===== src/rtl/duty_pkg.sv =====
package duty_pkg;

  typedef enum logic [3:0] {
    ST_IDLE,
    ST_OFF_GO,
    ST_OFF_WAIT,
    ST_FRQ_GO,
    ST_FRQ_WAIT,
    ST_JUDGE,
    ST_FINISH,
    ST_RB_GO,
    ST_RB_WAIT
  } solve_st_e;

  // distance between two unsigned values
  function automatic logic [63:0] abs_diff(input logic [63:0] a, input logic [63:0] b);
    return (a >= b) ? (a - b) : (b - a);
  endfunction

  // limit a requested length to the allowed ceiling
  function automatic logic [15:0] clamp_len(input logic [15:0] req, input logic [15:0] lim);
    return (req > lim) ? lim : req;
  endfunction

endpackage


===== src/rtl/duty_divider.sv =====
module duty_divider #(
  parameter int DVD_W = 40,
  parameter int DVS_W = 32
) (
  input  logic             clk,
  input  logic             rst_n,
  input  logic             go,
  input  logic [DVD_W-1:0] dividend,
  input  logic [DVS_W-1:0] divisor,
  output logic [DVD_W-1:0] quo,
  output logic             fin
);
  localparam int CW = $clog2(DVD_W + 1);
  localparam int PW = DVD_W + DVS_W;

  logic [DVD_W-1:0] q;
  logic [DVD_W-1:0] dvd_l;
  logic [DVS_W:0]   r;
  logic [DVS_W-1:0] dvs;
  logic [CW-1:0]    cnt;
  logic             run;

  logic [DVS_W:0] shifted;
  logic [DVS_W:0] trial;
  logic           step_ok;

  always_comb begin
    shifted = {r[DVS_W-1:0], q[DVD_W-1]};
    trial   = shifted - {1'b0, dvs};
    step_ok = ~trial[DVS_W];
  end

  always_ff @(posedge clk or negedge rst_n) begin
    if (!rst_n) begin
      q     <= '0;
      dvd_l <= '0;
      r     <= '0;
      dvs   <= '0;
      cnt   <= '0;
      run   <= 1'b0;
      fin   <= 1'b0;
    end else if (go) begin
      q     <= dividend;
      dvd_l <= dividend;
      r     <= '0;
      dvs   <= divisor;
      cnt   <= CW'(DVD_W);
      run   <= 1'b1;
      fin   <= 1'b0;
    end else if (run) begin
      q   <= {q[DVD_W-2:0], step_ok};
      r   <= step_ok ? trial : shifted;
      cnt <= cnt - CW'(1);
      if (cnt == CW'(1)) begin
        run <= 1'b0;
        fin <= 1'b1;
      end
    end else begin
      fin <= 1'b0;
    end
  end

  assign quo = q;

  // quotient and remainder reconstruct the dividend, remainder below divisor (truncation)
  assert_div_exact_R4: assert property (@(posedge clk) disable iff (!rst_n)
    (fin && dvs != '0) |->
      ((PW'(q) * PW'(dvs) + PW'(r[DVS_W-1:0]) == PW'(dvd_l)) && (r[DVS_W-1:0] < dvs)));

endmodule


===== src/rtl/duty_judge.sv =====
module duty_judge #(
  parameter int W = 40
) (
  input  logic [W-1:0] cand,
  input  logic [W-1:0] best,
  input  logic [W-1:0] target,
  output logic         take
);
  import duty_pkg::*;

  logic [63:0] cand_err;
  logic [63:0] best_err;

  always_comb begin
    cand_err = abs_diff(64'(cand), 64'(target));
    best_err = abs_diff(64'(best), 64'(target));
    take     = (cand_err <= best_err);
  end

endmodule


===== src/rtl/duty_solver.sv =====
module duty_solver #(
  parameter int FREQ_W    = 32,
  parameter int CNT_W     = 8,
  parameter int LEN_IN_W  = 9,
  parameter int LEN_LIMIT = 255
) (
  input  logic                clk,
  input  logic                rst_n,
  input  logic                start,
  input  logic                readback,
  input  logic [FREQ_W-1:0]   target_freq,
  input  logic [FREQ_W-1:0]   stock_freq,
  input  logic [LEN_IN_W-1:0] max_len,
  output logic                busy,
  output logic                done,
  output logic                err,
  output logic [CNT_W-1:0]    off_cnt,
  output logic [CNT_W-1:0]    on_cnt,
  output logic                mod_en,
  output logic [FREQ_W-1:0]   best_freq,
  output logic [FREQ_W-1:0]   eff_freq
);
  import duty_pkg::*;

  localparam int PROD_W = FREQ_W + CNT_W;

  solve_st_e st;

  logic [FREQ_W-1:0] tgt_l;
  logic [FREQ_W-1:0] stk_l;
  logic [CNT_W-1:0]  i_cur;
  logic [CNT_W-1:0]  len_l;
  logic [CNT_W-1:0]  c_off;
  logic [CNT_W-1:0]  c_on;
  logic [PROD_W-1:0] c_freq;
  logic [CNT_W-1:0]  w_off;
  logic [CNT_W-1:0]  w_on;
  logic [PROD_W-1:0] w_best;

  // named internal events
  logic              div_go;
  logic              div_fin;
  logic [PROD_W-1:0] div_dvd;
  logic [FREQ_W-1:0] div_dvs;
  logic [PROD_W-1:0] div_quo;
  logic              cand_take;
  logic              scan_last;
  logic [CNT_W-1:0]  len_cl;
  logic              stock_zero;

  assign len_cl     = CNT_W'(clamp_len(16'(max_len), 16'(LEN_LIMIT)));
  assign stock_zero = (stock_freq == '0);
  assign scan_last  = (i_cur == CNT_W'(1));
  assign busy       = (st != ST_IDLE);

  always_comb begin
    div_go  = 1'b0;
    div_dvd = '0;
    div_dvs = '0;
    unique case (st)
      ST_OFF_GO: begin
        div_go  = 1'b1;
        div_dvd = PROD_W'(tgt_l) * PROD_W'(i_cur);
        div_dvs = stk_l;
      end
      ST_FRQ_GO: begin
        div_go  = 1'b1;
        div_dvd = PROD_W'(stk_l) * PROD_W'(c_off);
        div_dvs = FREQ_W'(i_cur);
      end
      ST_RB_GO: begin
        div_go  = 1'b1;
        div_dvd = PROD_W'(stk_l) * PROD_W'(off_cnt);
        div_dvs = FREQ_W'(off_cnt) + FREQ_W'(on_cnt);
      end
      default: ;
    endcase
  end

  duty_divider #(.DVD_W(PROD_W), .DVS_W(FREQ_W)) u_div (
    .clk      (clk),
    .rst_n    (rst_n),
    .go       (div_go),
    .dividend (div_dvd),
    .divisor  (div_dvs),
    .quo      (div_quo),
    .fin      (div_fin)
  );

  duty_judge #(.W(PROD_W)) u_judge (
    .cand   (c_freq),
    .best   (w_best),
    .target (PROD_W'(tgt_l)),
    .take   (cand_take)
  );

  always_ff @(posedge clk or negedge rst_n) begin
    if (!rst_n) begin
      st        <= ST_IDLE;
      tgt_l     <= '0;
      stk_l     <= '0;
      i_cur     <= '0;
      len_l     <= '0;
      c_off     <= '0;
      c_on      <= '0;
      c_freq    <= '0;
      w_off     <= '0;
      w_on      <= '0;
      w_best    <= '0;
      done      <= 1'b0;
      err       <= 1'b0;
      off_cnt   <= '0;
      on_cnt    <= '0;
      mod_en    <= 1'b0;
      best_freq <= '0;
      eff_freq  <= '0;
    end else begin
      done <= 1'b0;
      unique case (st)
        ST_IDLE: begin
          if (start) begin
            if (stock_zero) begin
              done <= 1'b1;
              err  <= 1'b1;
            end else if (readback) begin
              err   <= 1'b0;
              stk_l <= stock_freq;
              if (!mod_en) begin
                eff_freq <= stock_freq;
                done     <= 1'b1;
              end else begin
                st <= ST_RB_GO;
              end
            end else begin
              err    <= 1'b0;
              tgt_l  <= target_freq;
              stk_l  <= stock_freq;
              w_off  <= CNT_W'(1);
              w_on   <= '0;
              w_best <= PROD_W'(stock_freq);
              i_cur  <= len_cl;
              len_l  <= len_cl;
              st     <= (len_cl == '0) ? ST_FINISH : ST_OFF_GO;
            end
          end
        end
        ST_OFF_GO: st <= ST_OFF_WAIT;
        ST_OFF_WAIT: begin
          if (div_fin) begin
            c_off <= div_quo[CNT_W-1:0];
            c_on  <= i_cur - div_quo[CNT_W-1:0];
            st    <= ST_FRQ_GO;
          end
        end
        ST_FRQ_GO: st <= ST_FRQ_WAIT;
        ST_FRQ_WAIT: begin
          if (div_fin) begin
            c_freq <= div_quo;
            st     <= ST_JUDGE;
          end
        end
        ST_JUDGE: begin
          if (cand_take) begin
            w_off  <= c_off;
            w_on   <= c_on;
            w_best <= c_freq;
          end
          if (scan_last) begin
            st <= ST_FINISH;
          end else begin
            i_cur <= i_cur - CNT_W'(1);
            st    <= ST_OFF_GO;
          end
        end
        ST_FINISH: begin
          if (w_best == PROD_W'(stk_l)) begin
            off_cnt <= '0;
            on_cnt  <= '0;
            mod_en  <= 1'b0;
          end else begin
            off_cnt <= w_off;
            on_cnt  <= w_on;
            mod_en  <= 1'b1;
          end
          best_freq <= w_best[FREQ_W-1:0];
          done      <= 1'b1;
          st        <= ST_IDLE;
        end
        ST_RB_GO: st <= ST_RB_WAIT;
        ST_RB_WAIT: begin
          if (div_fin) begin
            eff_freq <= div_quo[FREQ_W-1:0];
            done     <= 1'b1;
            st       <= ST_IDLE;
          end
        end
        default: st <= ST_IDLE;
      endcase
    end
  end

  // done only ever appears once the engine is back to idle
  assert_done_idle_R9: assert property (@(posedge clk) disable iff (!rst_n)
    done |-> !busy);

  // a done pulse is not stretched unless a fresh request was made
  assert_done_single_R9: assert property (@(posedge clk) disable iff (!rst_n)
    (done && !start) |=> !done);

  // latched request does not move while a run is in flight
  assert_hold_request_R8: assert property (@(posedge clk) disable iff (!rst_n)
    busy |=> ($stable(tgt_l) && $stable(stk_l)));

  // counts of a valid solve never span more than the clamped bound
  assert_sum_bound_R3: assert property (@(posedge clk) disable iff (!rst_n)
    (done && !err && mod_en && (tgt_l <= stk_l)) |->
      ((CNT_W+1)'(off_cnt) + (CNT_W+1)'(on_cnt) <= (CNT_W+1)'(len_l)));

  // disabled modulation always reports zero counts
  assert_disable_zero_R7: assert property (@(posedge clk) disable iff (!rst_n)
    (done && !err && !mod_en) |-> (off_cnt == '0 && on_cnt == '0));

  // a rejected request leaves the programmed result alone
  assert_err_keeps_R10: assert property (@(posedge clk) disable iff (!rst_n)
    (done && err) |-> ($stable(off_cnt) && $stable(on_cnt) && $stable(mod_en) && $stable(best_freq)));

endmodule


===== config.mk =====
export PLATFORM = sky130hd
export DESIGN_NAME = duty_solver
export DESIGN_NICKNAME = d
export VERILOG_FILES = /design/src/rtl/duty_pkg.sv /design/src/rtl/duty_divider.sv /design/src/rtl/duty_judge.sv /design/src/rtl/duty_solver.sv
export SDC_FILE = /design/constraint.sdc
export NUM_CORES = 2
export LEC_CHECK = 0
export BUFFER_PORTS_ARGS = -buffer_cell sky130_fd_sc_hd__buf_4
export CAP_MARGIN = 20
export CORE_MARGIN = 2
export CORE_UTILIZATION = 50
export DETAILED_ROUTE_END_ITERATION = 8
export PLACE_DENSITY_LB_ADDON = 0.08
export SETUP_SLACK_MARGIN = 0.1
export SLEW_MARGIN = 20
export SYNTH_ARGS = -nofsm -noshare
export SYNTH_HDL_FRONTEND = slang
export SYNTH_SLANG_ARGS = --single-unit

===== constraint.sdc =====
create_clock -name clk -period 10.9 [get_ports clk]
set_clock_uncertainty 0.2 [all_clocks]
set_input_delay 1.09 -clock clk [delete_from_list [all_inputs] [get_ports clk]]
set_output_delay 1.09 -clock clk [all_outputs]
set_load 0.02 [all_outputs]

==> impl_results.html <==
<table>
<tr><th>Metric</th><th>Value</th></tr>
<tr><th colspan="2">Status</th></tr>
<tr><td>Result of the run</td><td>finished, final reports clean</td></tr>
<tr><th colspan="2">Critical path</th></tr>
<tr><td>Start-to-end type of the worst setup path</td><td>reg2reg</td></tr>
<tr><td>Slowest cell on the critical path</td><td>dfrtp_1</td></tr>
<tr><td>Worst reg-to-reg setup slack</td><td>3.23 ns</td></tr>
<tr><td>Worst setup path startpoint</td><td>tgt_l[26]</td></tr>
<tr><td>Slowest cell delay on critical path</td><td>0.55 ns</td></tr>
<tr><td>Critical Path End Type</td><td>flip-flop</td></tr>
<tr><td>Source of the worst register-to-register timing path</td><td>tgt_l[26]</td></tr>
<tr><td>Startpoint kind of the worst setup timing path</td><td>flip-flop</td></tr>
<tr><td>Series of cell instances along the critical path</td><td>inv_1 -&gt; ha_1 -&gt; a21oi_1 -&gt; o21bai_1 -&gt; a21boi_2 -&gt; nand2_1 -&gt; or3_1 -&gt; o21ai_4 -&gt; buf_4 -&gt; a211oi_1 -&gt; a311oi_1 -&gt; a221oi_1 -&gt; xor2_1 -&gt; ha_1 -&gt; nand4_1 -&gt; nor3_1 -&gt; nand3_1 -&gt; or2_2 -&gt; a31oi_4 -&gt; buf_4 -&gt; buf_4 -&gt; nor3_1 -&gt; a221oi_1</td></tr>
<tr><td>Worst endpoint required time</td><td>11.25 ns</td></tr>
<tr><td>Worst-path fanout max</td><td>44</td></tr>
<tr><td>Most common cell type on the critical path</td><td>buf_4</td></tr>
<tr><td>Data arrival time of the critical path</td><td>8.02 ns</td></tr>
<tr><th colspan="2">CTS</th></tr>
<tr><td>Count of hold buffers inserted by post-cts repair</td><td>0</td></tr>
<tr><td>Number of CTS-inserted buffers</td><td>50</td></tr>
<tr><td>Clock tree from TritonCTS</td><td>done</td></tr>
<tr><td>Skew-Pair Late Insertion Delay</td><td>0.66 ns</td></tr>
<tr><td>Clk sinks</td><td>383</td></tr>
<tr><td>Clock-pin slew on the worst setup and hold paths</td><td>0.07 ns</td></tr>
<tr><td>Buffer levels on the longest clock path</td><td>3</td></tr>
<tr><td>Buffer cell driving the clock tree root</td><td>clkbuf_16</td></tr>
<tr><td>Number of cells upsized or downsized after cts</td><td>0</td></tr>
<tr><td>Maximum level of the CTS H-tree</td><td>2</td></tr>
<tr><td>Setup fix buffers added after clock tree synthesis</td><td>0</td></tr>
<tr><th colspan="2">Synthesis</th></tr>
<tr><td>Number of flops mapped to enable cells by yosys</td><td>0</td></tr>
<tr><td>Synthesized-area fraction occupied by ao, oa, aoi and oai cells</td><td>0.172</td></tr>
<tr><td>Library cell with the largest summed area after synthesis</td><td>fa_1</td></tr>
<tr><td>Total number of yosys warnings</td><td>0</td></tr>
<tr><td>Synth Area in Simple Gates</td><td>0.165</td></tr>
<tr><td>Dominant cell by count in the synthesized netlist</td><td>inv_1</td></tr>
<tr><td>Yosys reg bits</td><td>383</td></tr>
<tr><td>Total nets after synthesis</td><td>7062</td></tr>
<tr><td>Mean area per synthesized cell</td><td>8.56 um^2</td></tr>
<tr><td>Mapped Cells</td><td>6038</td></tr>
<tr><td>Fraction of synthesized cell area in xor and xnor cells</td><td>0.0410</td></tr>
<tr><td>Main area contributors after synthesis</td><td>fa_1 21%, dfrtp_1 19%, ha_1 9.7%, and2_1 5.6%, inv_1 5.4%</td></tr>
<tr><td>Largest family of logic cells by synthesized area</td><td>adder cells</td></tr>
<tr><td>Synth Cell Area</td><td>51700 um^2</td></tr>
<tr><td>Adder-cell area share of the yosys netlist</td><td>0.309</td></tr>
<tr><td>Fraction of synthesized area in multiplexers</td><td>0.0464</td></tr>
<tr><td>Area fraction of the dominant cell type after synthesis</td><td>0.212</td></tr>
<tr><td>Share of the yosys chip area belonging to registers</td><td>0.185</td></tr>
<tr><td>Number of distinct library cells after synthesis</td><td>91</td></tr>
<tr><td>Synth async-reset ratio</td><td>1.00</td></tr>
<tr><td>Leading cell types by count after synthesis</td><td>738 x inv_1, 632 x nand2_1, 547 x fa_1</td></tr>
<tr><td>Top FF cell, synth</td><td>dfrtp_1</td></tr>
<tr><th colspan="2">Timing</th></tr>
<tr><td>Setup tns final</td><td>0 ns</td></tr>
<tr><td>Fmax</td><td>0.130 GHz</td></tr>
<tr><td>Hold violation total from the final report</td><td>0</td></tr>
<tr><td>Unrepaired setup endpoints after global routing</td><td>no</td></tr>
<tr><td>Transition time of the tightest slew-check pin</td><td>1.17 ns</td></tr>
<tr><td>Worst slew margin</td><td>0.212</td></tr>
<tr><td>Period Utilization, post-route</td><td>0.703</td></tr>
<tr><td>Number of pins exceeding their max-slew limit in the final report</td><td>0</td></tr>
<tr><td>Final critical path time including I/O delays and setup</td><td>7.67 ns</td></tr>
<tr><td>Number of setup violations in the final report</td><td>0</td></tr>
<tr><th colspan="2">Finish</th></tr>
<tr><td>Fin nets</td><td>6984</td></tr>
<tr><td>Filler cell count</td><td>9680</td></tr>
<tr><td>Layout overhead on the synthesized area</td><td>7.86%</td></tr>
<tr><td>Layout cells sized above 1</td><td>0.0800</td></tr>
<tr><th colspan="2">Global routing</th></tr>
<tr><td>Antenna violations before repair</td><td>9</td></tr>
<tr><td>Pin count of the biggest net entering global routing</td><td>114</td></tr>
<tr><td>Vias in the first global route</td><td>45.2k</td></tr>
<tr><td>Global route total overflow</td><td>0</td></tr>
<tr><td>Total global-route track usage</td><td>0.363</td></tr>
<tr><td>Wire length of the first global-routing pass</td><td>290000 um</td></tr>
<tr><th colspan="2">Floorplanning</th></tr>
<tr><td>Cell Rows</td><td>117</td></tr>
<tr><td>Floorplan die height</td><td>326 um</td></tr>
<tr><td>Area inside the core boundary</td><td>102000 um^2</td></tr>
<tr><td>DIE AREA</td><td>106000 um^2</td></tr>
<tr><td>Num ports</td><td>161</td></tr>
<tr><td>Horizontal die dimension</td><td>326 um</td></tr>
<tr><td>Starting density of the core</td><td>0.506</td></tr>
<tr><th colspan="2">Worst hold path</th></tr>
<tr><td>Class of the tightest hold or removal check</td><td>in2async</td></tr>
<tr><th colspan="2">Routing</th></tr>
<tr><td>Initial DRT Pass Iterations</td><td>6</td></tr>
<tr><td>Number of nets with antenna violations after routing</td><td>0</td></tr>
<tr><td>Vias post-DR</td><td>44.6k</td></tr>
<tr><td>Residual DRC count</td><td>0</td></tr>
<tr><td>Iteration-0 DRC count of the detailed router</td><td>3852</td></tr>
<tr><td>Drt wl/cell</td><td>26.3 um</td></tr>
<tr><td>Post-detailed-route via-to-cell ratio</td><td>6.04</td></tr>
<tr><td>Detailed-route wire length</td><td>194000 um</td></tr>
<tr><th colspan="2">Place</th></tr>
<tr><td>Post-detailed-placement half-perimeter wirelength</td><td>155000 um</td></tr>
<tr><td>RePlAce Congestion</td><td>1.02</td></tr>
<tr><td>Count of input and output buffers</td><td>160</td></tr>
<tr><th colspan="2">Run</th></tr>
<tr><td>Max-capacitance violation count</td><td>0</td></tr>
</table>
[area by class of cell]
cell class	count	area (um^2)	area share
Multi-Input combinational cell	4545	38000	0.682
Sequential cell	383	9600	0.172
Inverter	738	2770	0.0497
Timing Repair Buffer	242	1850	0.0332
Tap cell	1368	1710	0.0307
Clock buffer	69	1450	0.0261
Clock inverter	24	325	0.00583
Antenna cell	7	17.5	0.000314
[sequential cells by signal, indices dropped and copies added (netlist names), 32 cells and up]
register and flops:
stk_l 32, w_best 40, u_div.quo 40, c_freq 40, best_freq 32, u_div.dvs 32
eff_freq 32, u_div.r 32, tgt_l 32
[routing by layer]
metal	global-route usage	vias to the layer above	share of wire
met1	0.494	22500	0.43
met3	0.0592	326	0.072
li1	-	20000	-
met4	0.155	6	0.049
met5	0	-	0.00014
met2	0.575	1681	0.45
[logic make-up after synthesis]
family / count (synthesis)
xor gates and xnor gates: 242
AOI/OAI and AO/OA: 1385
and+or+nand+nor: 1741
adders and majority gates: 947
DFF: 383
muxes: 230
buffers and inverters: 1110
[worst paths after layout]
kind / endpoint / cells past startpoint
max: w_best[26] / 23
min: best_freq[27] / 1
max reg2reg: w_best[26] / 23
min reg2reg: best_freq[5] / 2
max in group asynchronous: off_cnt[0] / 3
min in group clk: best_freq[5] / 2
[through the flow]
step	instances	instance area, um^2	utilization	setup slack [ns]	hold slack, ns
2_1_floorplan	6038	51700	-	5.25	0.250
3_3_place_gp	7275	53900	0.528	3.31	0.266
3_5_place_dp	7275	53900	0.528	3.34	0.271
4_1_cts	7368	55700	0.545	3.31	0.183
5_1_grt	7370	55700	0.546	2.79	0.221
6_report	7376	55800	0.546	3.23	0.193
[worst max-delay path, delay by kind of cell (launching register included)]
family	cells	cell delay [ns]
flip-flops	1	0.55
adder cells (fa/ha/maj)	2	0.86
buffers and inverters	4	1.69
AO/OA/AOI/OAI	9	2.40
AND/OR/NAND/NOR	7	1.58
XOR/XNOR	1	0.20
[layout by cell type, fill, tap and decap left out, drive strengths merged, types with 68 or more instances in the layout]
| master | instances |
|---|---|
| nor2 | 260 |
| ha | 400 |
| mux2i | 153 |
| a21o | 157 |
| o21ai | 358 |
| dfrtp | 383 |
| nand4 | 68 |
| fa | 547 |
| inv | 743 |
| a21oi | 375 |
| buf | 242 |
| clkbuf | 69 |
| xor2 | 74 |
| xnor2 | 168 |
| mux2 | 77 |
| nor3 | 96 |
| nand2 | 632 |
| and2 | 462 |
Power is left out: the tool's default activity adds up to more than one toggle a clock period on the data nets, which glitch-free logic cannot reach.
